--- config.mk ---
export PLATFORM = sky130hd
export DESIGN_NAME = ivu_top
export DESIGN_NICKNAME = d
export VERILOG_FILES = /design/src/rtl/ivu_pkg.sv /design/src/rtl/ivu_ctr_mask.sv /design/src/rtl/ivu_ctr_inc.sv /design/src/rtl/ivu_next_sel.sv /design/src/rtl/ivu_top.sv
export SDC_FILE = /design/constraint.sdc
export NUM_CORES = 1
export LEC_CHECK = 0
export BUFFER_PORTS_ARGS = -buffer_cell sky130_fd_sc_hd__buf_2
export CAP_MARGIN = 20
export CORE_AREA = 2 2 203 205
export DETAILED_ROUTE_END_ITERATION = 10
export DIE_AREA = 0 0 205 207
export PLACE_DENSITY_LB_ADDON = 0.25
export SYNTH_ARGS = -nofsm -noshare
export SYNTH_HDL_FRONTEND = slang
export SYNTH_SLANG_ARGS = --single-unit
--- constraint.sdc ---
create_clock -name clk -period 7.1 [get_ports clk]
set_clock_uncertainty 0.1 [all_clocks]
set_input_delay 1.42 -clock clk [delete_from_list [all_inputs] [get_ports clk]]
set_output_delay 1.42 -clock clk [all_outputs]
set_load 0.02 [all_outputs]
--- src/rtl/ivu_pkg.sv ---
// Package: shared types for the chaining value updater.
// Assumes a 128-bit cipher block; the mode encoding is fixed by the brief.
package ivu_pkg;
    localparam int BLK_W  = 128;
    localparam int SEL_W  = 3;

    typedef enum logic [1:0] {
        MODE_ECB = 2'd0,
        MODE_CBC = 2'd1,
        MODE_CFB = 2'd2,
        MODE_CTR = 2'd3
    } mode_e;
endpackage

--- src/rtl/ivu_ctr_mask.sv ---
// Counter slice mask: turns the width select into a byte-granular mask
// over the low-order bytes of the chaining value.
// Assumes BLK_W is a multiple of 8 and at least 96 bits.
module ivu_ctr_mask #(
    parameter int BLK_W = 128,
    parameter int SEL_W = 3
) (
    input  logic [SEL_W-1:0] sel_i,
    output logic [BLK_W-1:0] mask_o
);
    localparam int NB  = BLK_W / 8;
    localparam int CNW = $clog2(NB) + 1;

    logic [CNW-1:0] nbytes;

    // Decode the select into a count of low-order counter bytes.
    always_comb begin
        case (sel_i)
            3'd0:    nbytes = CNW'(2);
            3'd1:    nbytes = CNW'(4);
            3'd2:    nbytes = CNW'(8);
            3'd3:    nbytes = CNW'(12);
            default: nbytes = CNW'(NB);
        endcase
    end

    // One mask byte per register byte, set when it lies inside the slice.
    for (genvar b = 0; b < NB; b++) begin : g_byte
        localparam logic [CNW-1:0] BIDX = CNW'(b);
        assign mask_o[b*8 +: 8] = {8{BIDX < nbytes}};
    end
endmodule

--- src/rtl/ivu_ctr_inc.sv ---
// Masked increment: adds one to the register, keeps the result only inside
// the mask, and so wraps the slice without disturbing the bits above it.
// Assumes the mask is contiguous from bit 0 (as ivu_ctr_mask makes it).
module ivu_ctr_inc #(
    parameter int BLK_W = 128
) (
    input  logic [BLK_W-1:0] cur_i,
    input  logic [BLK_W-1:0] mask_i,
    output logic [BLK_W-1:0] nxt_o
);
    logic [BLK_W-1:0] plus_one;

    // Full-width sum; bits above the slice are taken from the old value.
    always_comb begin
        plus_one = cur_i + BLK_W'(1);
        nxt_o    = (cur_i & ~mask_i) | (plus_one & mask_i);
    end
endmodule

--- src/rtl/ivu_next_sel.sv ---
// Next-value selector: picks the candidate chaining value for a finished
// block from the mode and the direction.
// Assumes blk_out_i is the cipher core's result for the same block.
module ivu_next_sel
    import ivu_pkg::*;
#(
    parameter int BLK_W = 128
) (
    input  mode_e            mode_i,
    input  logic             decrypt_i,
    input  logic [BLK_W-1:0] blk_in_i,
    input  logic [BLK_W-1:0] blk_out_i,
    input  logic [BLK_W-1:0] ctr_nxt_i,
    output logic [BLK_W-1:0] nxt_o
);
    // Feedback modes keep ciphertext; ECB keeps the core output; CTR counts.
    always_comb begin
        case (mode_i)
            MODE_CBC, MODE_CFB: nxt_o = decrypt_i ? blk_in_i : blk_out_i;
            MODE_CTR:           nxt_o = ctr_nxt_i;
            default:            nxt_o = blk_out_i;
        endcase
    end
endmodule

--- src/rtl/ivu_top.sv ---
// Chaining value updater top: holds the chaining register, applies host
// writes (highest priority) and block-done updates.
// Assumes blk_done_i is a single-cycle strobe from the cipher core.
module ivu_top
    import ivu_pkg::*;
(
    input  logic               clk,
    input  logic               rst_n,
    input  logic [1:0]         mode_i,
    input  logic               decrypt_i,
    input  logic [SEL_W-1:0]   ctr_sel_i,
    input  logic [BLK_W-1:0]   blk_in_i,
    input  logic [BLK_W-1:0]   blk_out_i,
    input  logic               blk_done_i,
    input  logic               host_wr_i,
    input  logic [BLK_W-1:0]   host_wdata_i,
    output logic [BLK_W-1:0]   iv_o
);
    mode_e            mode;
    logic [BLK_W-1:0] iv_q;
    logic [BLK_W-1:0] ctr_mask;
    logic [BLK_W-1:0] ctr_nxt;
    logic [BLK_W-1:0] upd_nxt;

    assign mode = mode_e'(mode_i);

    ivu_ctr_mask #(.BLK_W(BLK_W), .SEL_W(SEL_W)) u_mask (
        .sel_i  (ctr_sel_i),
        .mask_o (ctr_mask)
    );

    ivu_ctr_inc #(.BLK_W(BLK_W)) u_inc (
        .cur_i  (iv_q),
        .mask_i (ctr_mask),
        .nxt_o  (ctr_nxt)
    );

    ivu_next_sel #(.BLK_W(BLK_W)) u_sel (
        .mode_i    (mode),
        .decrypt_i (decrypt_i),
        .blk_in_i  (blk_in_i),
        .blk_out_i (blk_out_i),
        .ctr_nxt_i (ctr_nxt),
        .nxt_o     (upd_nxt)
    );

    // Chaining register: reset, then host write, then block update.
    always_ff @(posedge clk) begin
        if (!rst_n)          iv_q <= '0;
        else if (host_wr_i)  iv_q <= host_wdata_i;
        else if (blk_done_i) iv_q <= upd_nxt;
    end

    assign iv_o = iv_q;


    rst_clear_chk: assert property (@(posedge clk)
        !rst_n |=> iv_q == '0);

    // R2 (and R3: the write wins even with blk_done_i high)
    host_load_chk: assert property (@(posedge clk) disable iff (!rst_n)
        host_wr_i |=> iv_q == $past(host_wdata_i));


    idle_hold_chk: assert property (@(posedge clk) disable iff (!rst_n)
        (!host_wr_i && !blk_done_i) |=> $stable(iv_q));


    fb_dec_chk: assert property (@(posedge clk) disable iff (!rst_n)
        (blk_done_i && !host_wr_i && decrypt_i &&
         (mode == MODE_CBC || mode == MODE_CFB)) |=> iv_q == $past(blk_in_i));


    ecb_out_chk: assert property (@(posedge clk) disable iff (!rst_n)
        (blk_done_i && !host_wr_i && mode == MODE_ECB) |=> iv_q == $past(blk_out_i));


    ctr_upper_chk: assert property (@(posedge clk) disable iff (!rst_n)
        (blk_done_i && !host_wr_i && mode == MODE_CTR)
        |=> ((iv_q ^ $past(iv_q)) & ~$past(ctr_mask)) == '0);
endmodule

* After elaboration in Yosys (flattened, before gate mapping)
Index checks and enable logic that the tools add are counted.
Storage, ports and cells: register bits after elaboration 128, input port bits 394, output and inout port bits 128, word-level logic and storage cells 36
Cells by class: $add $sub $neg 1, magnitude comparators 16, equal/unequal tests 6, multiplexer cells 5, bitwise logic cells 4, reduce and logical (&&, ||, !) cells 3
Operators by type and width (number):
- 128-bit two-way mux | 3
- 128-bit bitwise AND | 2
- 128-bit case mux with 2 select lines | 1
- 128-bit by 1-bit adder with 128-bit output, second input constant | 1
- 128-bit NOT | 1
- 128-bit OR | 1
- 4-bit by 5-bit < comparator with 1-bit output, first input constant | 8
- 3-bit by 5-bit < comparator with 1-bit output, first input constant | 4
- 5-bit case mux with 4 select lines | 1
- 1-bit by 5-bit < comparator with 1-bit output, first input constant | 2
- 2-bit by 5-bit < comparator with 1-bit output, first input constant | 2
- 3-bit by 2-bit equality test with 1-bit output, second input constant | 2
- 2-bit equality test, second input constant | 2
- 3-bit by 1-bit equality test with 1-bit output, second input constant | 1
- 3-bit zero test | 1
- 2-bit by 1-bit equality test with 1-bit output, second input constant | 1
- 2-bit nonzero test | 1
- 2-bit OR reduction | 1

* Depth between registers and ports, before layout
depth in word-level cells 9, mapped depth 11

* By module
A second synthesis with hierarchy kept.
Unflattened totals: cells, all modules 1803, area, all modules 13940.9 um^2
By module, submodules not included:
- ivu_top | times used 1, cells an instance 568, area each 6505.0 um^2
- ivu_ctr_inc | times used 1, cells an instance 517, area each 3284.4 um^2
- ivu_next_sel | times used 1, cells an instance 589, area each 3194.3 um^2
- ivu_ctr_mask | times used 1, cells an instance 129, area each 957.2 um^2

* Worst setup path after synthesis
Ideal clock, no wire load.
path kind in2reg, start in ctr_sel_i[2], end reg iv_q[118], in the netlist iv_o[118], arrival time 3.517 ns, path slack 3.409 ns, stages 7, path buffers 1, path through clkbuf_1 -> nand4_1 -> nor3_1 -> nand3_1 -> or4_1 -> or4_1 -> a31oi_1
Between the ends: longest elaborated chain between the ends 9, elaborated cells between the ends (all ways) 13, those cells by class order compare (1); eq/ne (3); mux (4); bitwise (4); reduce/logical (1)
Ends and longest elaborated chain:
- start: declaration | line ivu_top.sv:11 | input logic [SEL_W-1:0] ctr_sel_i,
- 3-bit by 2-bit equality test with 1-bit output (tied with other cells) | line ivu_ctr_mask.sv:18 | case (sel_i)
- 5-bit case mux with 4 select lines * | line ivu_ctr_mask.sv:18
- 4-bit by 5-bit < comparator with 1-bit output * | line ivu_ctr_mask.sv:30 | assign mask_o[b*8 +: 8] = {8{BIDX < nbytes}};
- 128-bit NOT | line ivu_ctr_inc.sv:16 | nxt_o = (cur_i & ~mask_i) | (plus_one & mask_i);
- 128-bit bitwise AND | line ivu_ctr_inc.sv:16
- 128-bit OR * | line ivu_ctr_inc.sv:16
- 128-bit case mux with 2 select lines * | line ivu_next_sel.sv:18 | case (mode_i)
- 128-bit two-way mux * | line ivu_top.sv:51 | else if (blk_done_i) iv_q <= upd_nxt;
- 128-bit two-way mux * | line ivu_top.sv:50 | else if (host_wr_i) iv_q <= host_wdata_i;
- end signal: assignment | line ivu_top.sv:50
- end signal: assignment | line ivu_top.sv:51
- end: declaration | line ivu_top.sv:20 | logic [BLK_W-1:0] iv_q;
Every way passes the cells marked *; elsewhere a longest branch is shown, timed or not. The select of a mux whose other input is x is not followed. A chain may end at the register's enable or synchronous reset.

* Worst setup path after layout
start in mode_i[0], end reg iv_q[91], in the netlist iv_o[91]
Between the ends: longest elaborated chain between the ends 5, elaborated cells between the ends (all ways) 7, those cells by class eq/ne (3); mux (3); reduce/logical (1)
Ends and longest elaborated chain:
- start: declaration | line ivu_top.sv:9 | input logic [1:0] mode_i,
- 2-bit by 1-bit equality test with 1-bit output or 2-bit equality test (tied branches) | line ivu_next_sel.sv:18
- 2-bit OR reduction | line ivu_next_sel.sv:18
- 128-bit case mux with 2 select lines * | line ivu_next_sel.sv:18
- 128-bit two-way mux * | line ivu_top.sv:51
- 128-bit two-way mux * | line ivu_top.sv:50
Marked as above.

==> impl_metrics.xml <==
<?xml version="1.0" encoding="UTF-8"?>
<metrics>
  <group name="outcome">
    <metric name="run_status" unit="">finished, final reports clean</metric>
  </group>
  <group name="power_and_ir_drop">
    <metric name="combPwrFrac" unit="%">27.0</metric>
    <metric name="power.leakage" unit="uW">0.00583</metric>
    <metric name="netSwitchingFraction" unit="%">36.4</metric>
    <metric name="max-vdd-ir-drop" unit="mV">0.135</metric>
    <metric name="pwr-share-seq" unit="%">34.9</metric>
    <metric name="cell_internal_pwr" unit="uW">1640</metric>
    <metric name="cellPowerDensity" unit="nW/um2">178</metric>
    <metric name="p_clk_share" unit="%">38.1</metric>
    <metric name="power.switching" unit="uW">937</metric>
  </group>
  <group name="logic_synthesis">
    <metric name="yosys_most_used_dff" unit="">sky130_fd_sc_hd__dfxtp_1</metric>
    <metric name="synth_top_cell_area_share" unit="%">23.6</metric>
    <metric name="synth.ff_latch_count" unit="">128</metric>
    <metric name="syn-cell-area" unit="um2">10800</metric>
    <metric name="synth-edff-count" unit="">0</metric>
    <metric name="netlist_instances" unit="">1560</metric>
    <metric name="post_synth.cell_area_avg" unit="um2">6.95</metric>
    <metric name="synthDistinctLibCells" unit="">67</metric>
    <metric name="ffs_w_async_s_r_synth" unit="%">0</metric>
    <metric name="synth.area.top_cells" unit="">sky130_fd_sc_hd__dfxtp_1, sky130_fd_sc_hd__a221oi_1, sky130_fd_sc_hd__o21ai_0, sky130_fd_sc_hd__nor2_1, sky130_fd_sc_hd__nand2_1</metric>
    <metric name="synthDominantAreaCellType" unit="">sky130_fd_sc_hd__dfxtp_1</metric>
    <metric name="ys_seq_area_share" unit="%">23.6</metric>
    <metric name="yosysWarningCount" unit="">0</metric>
    <metric name="mappedNetlistNets" unit="">1957</metric>
  </group>
  <group name="timing">
    <metric name="worst_pin_slew" unit="ps">1050</metric>
    <metric name="slew_viol_final" unit="">0</metric>
    <metric name="period_needed" unit="ps">4470</metric>
    <metric name="hold_violations" unit="">0</metric>
    <metric name="rsz0062_at_grt" unit="">false</metric>
    <metric name="timing.max_slew.rel_slack" unit="%">29.0</metric>
    <metric name="maxClockFrequency" unit="MHz">224</metric>
    <metric name="setup-violations-final" unit="">0</metric>
    <metric name="timing.setup.tns" unit="ps">0</metric>
    <metric name="timing.final.crit_share" unit="%">63.0</metric>
  </group>
  <group name="clock_network">
    <metric name="hold_buffers" unit="">0</metric>
    <metric name="cts-root-buf" unit="">sky130_fd_sc_hd__clkbuf_16</metric>
    <metric name="post-cts-setup-buffers" unit="">0</metric>
    <metric name="clock_tree_buffer_depth" unit="">2</metric>
    <metric name="sinks_on_clock_net" unit="">128</metric>
    <metric name="clkLatencyLatePin" unit="ps">460</metric>
    <metric name="clk_slew_on_worst_s_h_paths" unit="ps">70</metric>
    <metric name="post_cts_resize_count" unit="">0</metric>
    <metric name="ctsHtreeMaxLevel" unit="">4</metric>
    <metric name="cts_buffers" unit="">17</metric>
    <metric name="cts_tree" unit="">done</metric>
  </group>
  <group name="global_routing">
    <metric name="grt_antenna_before_repair" unit="">6</metric>
    <metric name="wire_length_of_the_first_global_routing_pass" unit="mm">99.2</metric>
    <metric name="largest_net_degree_at_the_start_of_global_routing" unit="">91</metric>
    <metric name="grtUsageTotal" unit="%">31.4</metric>
    <metric name="globalRouteOverflowTotal" unit="">0</metric>
    <metric name="grt_pass1_vias" unit="">14700</metric>
  </group>
  <group name="critical_path">
    <metric name="critPathRequiredTime" unit="ps">7370</metric>
    <metric name="worstSetupStartpointType" unit="">primary input</metric>
    <metric name="cp.buffers_inverters" unit="">3</metric>
    <metric name="crit_chain" unit="">buf_2, inv_1, ha_1, and2_1, and2_4, buf_4, a221oi_1, nor2_1, a221o_1, a31oi_1, a211oi_1</metric>
    <metric name="cp_data_arrival_time" unit="ps">4740</metric>
    <metric name="cp_max_fanout" unit="">60</metric>
    <metric name="crit_path_max_incr_delay" unit="ps">730</metric>
    <metric name="crit_path_top_delay_cell" unit="">sky130_fd_sc_hd__and2_4</metric>
    <metric name="type_of_the_setup_path_with_the_least_slack" unit="">in -&gt; reg</metric>
    <metric name="critPathCaptureType" unit="">flip-flop</metric>
    <metric name="critical-path-top-delay-family" unit="">simple AND/OR/NAND/NOR gates</metric>
  </group>
  <group name="routing">
    <metric name="postRouteAntennaNets" unit="">0</metric>
    <metric name="drt_first_pass_iters" unit="">5</metric>
    <metric name="route.final.wire_length" unit="mm">69.5</metric>
    <metric name="via_per_inst" unit="">5.98</metric>
    <metric name="drt-wirelength-per-cell" unit="um">27.3</metric>
    <metric name="drc" unit="">0</metric>
    <metric name="vias" unit="">15200</metric>
    <metric name="first_iter_violations" unit="">1530</metric>
  </group>
  <group name="placed_design">
    <metric name="placed_cells" unit="">2505</metric>
    <metric name="gp_congestion" unit="">0.936</metric>
    <metric name="io_buffer_count" unit="">521</metric>
    <metric name="hpwl_reported_at_the_end_of_detailed_placement" unit="mm">51.5</metric>
  </group>
  <group name="finish">
    <metric name="fin_nets" unit="">2389</metric>
    <metric name="largest_register_ffs" unit="">128</metric>
    <metric name="drive_gt1_share" unit="%">30.6</metric>
    <metric name="areaGrowthSynthToFinish" unit="%">33.5</metric>
    <metric name="stdcell_count" unit="">2542</metric>
  </group>
  <group name="floorplanning">
    <metric name="die-height" unit="um">207</metric>
    <metric name="coreArea" unit="um2">40400</metric>
    <metric name="design.die.area" unit="um2">42400</metric>
    <metric name="rows" unit="">74</metric>
    <metric name="initial_utilization" unit="%">26.9</metric>
    <metric name="die_width" unit="um">205</metric>
    <metric name="ios" unit="">522</metric>
  </group>
  <group name="min_path">
    <metric name="worst_hold_path_type" unit="">reg -&gt; reg</metric>
  </group>
  <group name="run">
    <metric name="cap_violations" unit="">0</metric>
  </group>
</metrics>
-- metrics by stage --
stage	util (%)	cell area, um2	power (uW)	hold WS, ps	worst slack, ps
after global placement	34.3	13800	1590	434	2310
after floorplan	-	10800	1240	487	3410
after CTS	35.8	14500	2580	460	2690
after global routing	35.9	14500	2670	496	2480
final	35.9	14500	2570	461	2630
after detailed placement	34.3	13800	1600	448	2240
-- power groups by stage --
stage,combinational (uW),sequential [uW],clock (uW)
final,696,897,980
after detailed placement,691,910,0
after floorplan,307,930,0
after CTS,694,894,990
after global placement,685,908,0
after global routing,746,904,1020
-- kinds of logic (layout without fill, tap and decap cells) --
family                     Yosys count  count (layout)  share of synthesized area, %
adders and majority gates            3               3                         0.346
DFF                                128             128                          23.6
xor gates and xnor gates            61              61                          4.93
other                                0               6                             0
and+or+nand+nor                    673             673                          30.9
buffers and inverters              153             597                          5.38
muxes                               31              31                          2.93
AOI/OAI and AO/OA                  511             511                          31.9
-- area by class of cell --
type / count / area, um2
fillers: 4493 / 25900
multi-input cells: 1279 / 7730
repair buffers: 547 / 2810
flip-flops and latches: 128 / 2560
well taps: 532 / 666
clock buffers: 22 / 494
clock inverters: 9 / 130
inverters: 19 / 73.8
diodes: 6 / 15.0
-- worst register-to-register path, delay by kind of cell, from the launching register on --
family,cells,cell delay (ps)
DFF,1,510
buffers and inverters,1,250
and+or+nand+nor,5,2200
AOI/OAI and AO/OA,1,250
xor gates and xnor gates,1,220
adders and majority gates,1,330
-- worst paths after layout --
kind	start	end	slack, ps	depth (start not counted)
setup / recovery	mode_i[0]	iv_o[91]	2630	11
setup reg to reg	iv_o[1]	iv_o[126]	3140	9
hold reg to reg	iv_o[112]	iv_o[112]	460	2
hold / removal	iv_o[112]	iv_o[112]	460	2
-- routing by layer --
layer	global-route usage [%]	wire, um
met5	0	0
met4	11.4	2370
met3	5.96	5260
met2	52.3	33400
met1	40.2	28500
-- placed cells by master (no fill, tap or decap), drive strengths merged, types with 25 or more instances in the layout --
cell type and n:
nor2 174, o21ai 147, nand3 74, xnor2 30, mux2i 25, xor2 31
nand4 61, nor4 40, o31ai 26, a21oi 87, buf 547, nand2 136
nor3 92, dfxtp 128, a221oi 97
-- cells in the mapped netlist (4+ instances only) --
cell type / n
sky130_fd_sc_hd__a21o_1: 7
sky130_fd_sc_hd__and4_1: 9
sky130_fd_sc_hd__o211a_1: 5
sky130_fd_sc_hd__a31oi_1: 13
sky130_fd_sc_hd__o31ai_1: 26
sky130_fd_sc_hd__nand3_2: 4
sky130_fd_sc_hd__o211ai_1: 14
sky130_fd_sc_hd__mux2_2: 6
sky130_fd_sc_hd__o21a_1: 7
sky130_fd_sc_hd__a21oi_1: 87
sky130_fd_sc_hd__or2_2: 5
sky130_fd_sc_hd__a22o_1: 7
sky130_fd_sc_hd__mux2i_1: 25
sky130_fd_sc_hd__o221a_2: 7
sky130_fd_sc_hd__nor2_1: 174
sky130_fd_sc_hd__nand3_1: 70
sky130_fd_sc_hd__dfxtp_1: 128
sky130_fd_sc_hd__xor2_1: 31
sky130_fd_sc_hd__inv_1: 17
sky130_fd_sc_hd__or4_1: 15
sky130_fd_sc_hd__xnor2_1: 30
sky130_fd_sc_hd__a221oi_1: 97
sky130_fd_sc_hd__buf_2: 5
sky130_fd_sc_hd__nor3b_1: 5
sky130_fd_sc_hd__clkbuf_1: 117
sky130_fd_sc_hd__nor4b_1: 4
sky130_fd_sc_hd__buf_1: 10
sky130_fd_sc_hd__o22ai_1: 21
sky130_fd_sc_hd__a221o_1: 15
sky130_fd_sc_hd__nand2_1: 136
sky130_fd_sc_hd__o21ai_0: 147
sky130_fd_sc_hd__nand2b_1: 5
sky130_fd_sc_hd__nand4_1: 60
sky130_fd_sc_hd__or3_1: 17
sky130_fd_sc_hd__a22oi_1: 19
sky130_fd_sc_hd__nor4_1: 38
sky130_fd_sc_hd__and2_1: 11
sky130_fd_sc_hd__a211oi_1: 11
sky130_fd_sc_hd__and3_1: 20
sky130_fd_sc_hd__nor3_1: 92
(Power assumes the default switching activity.)
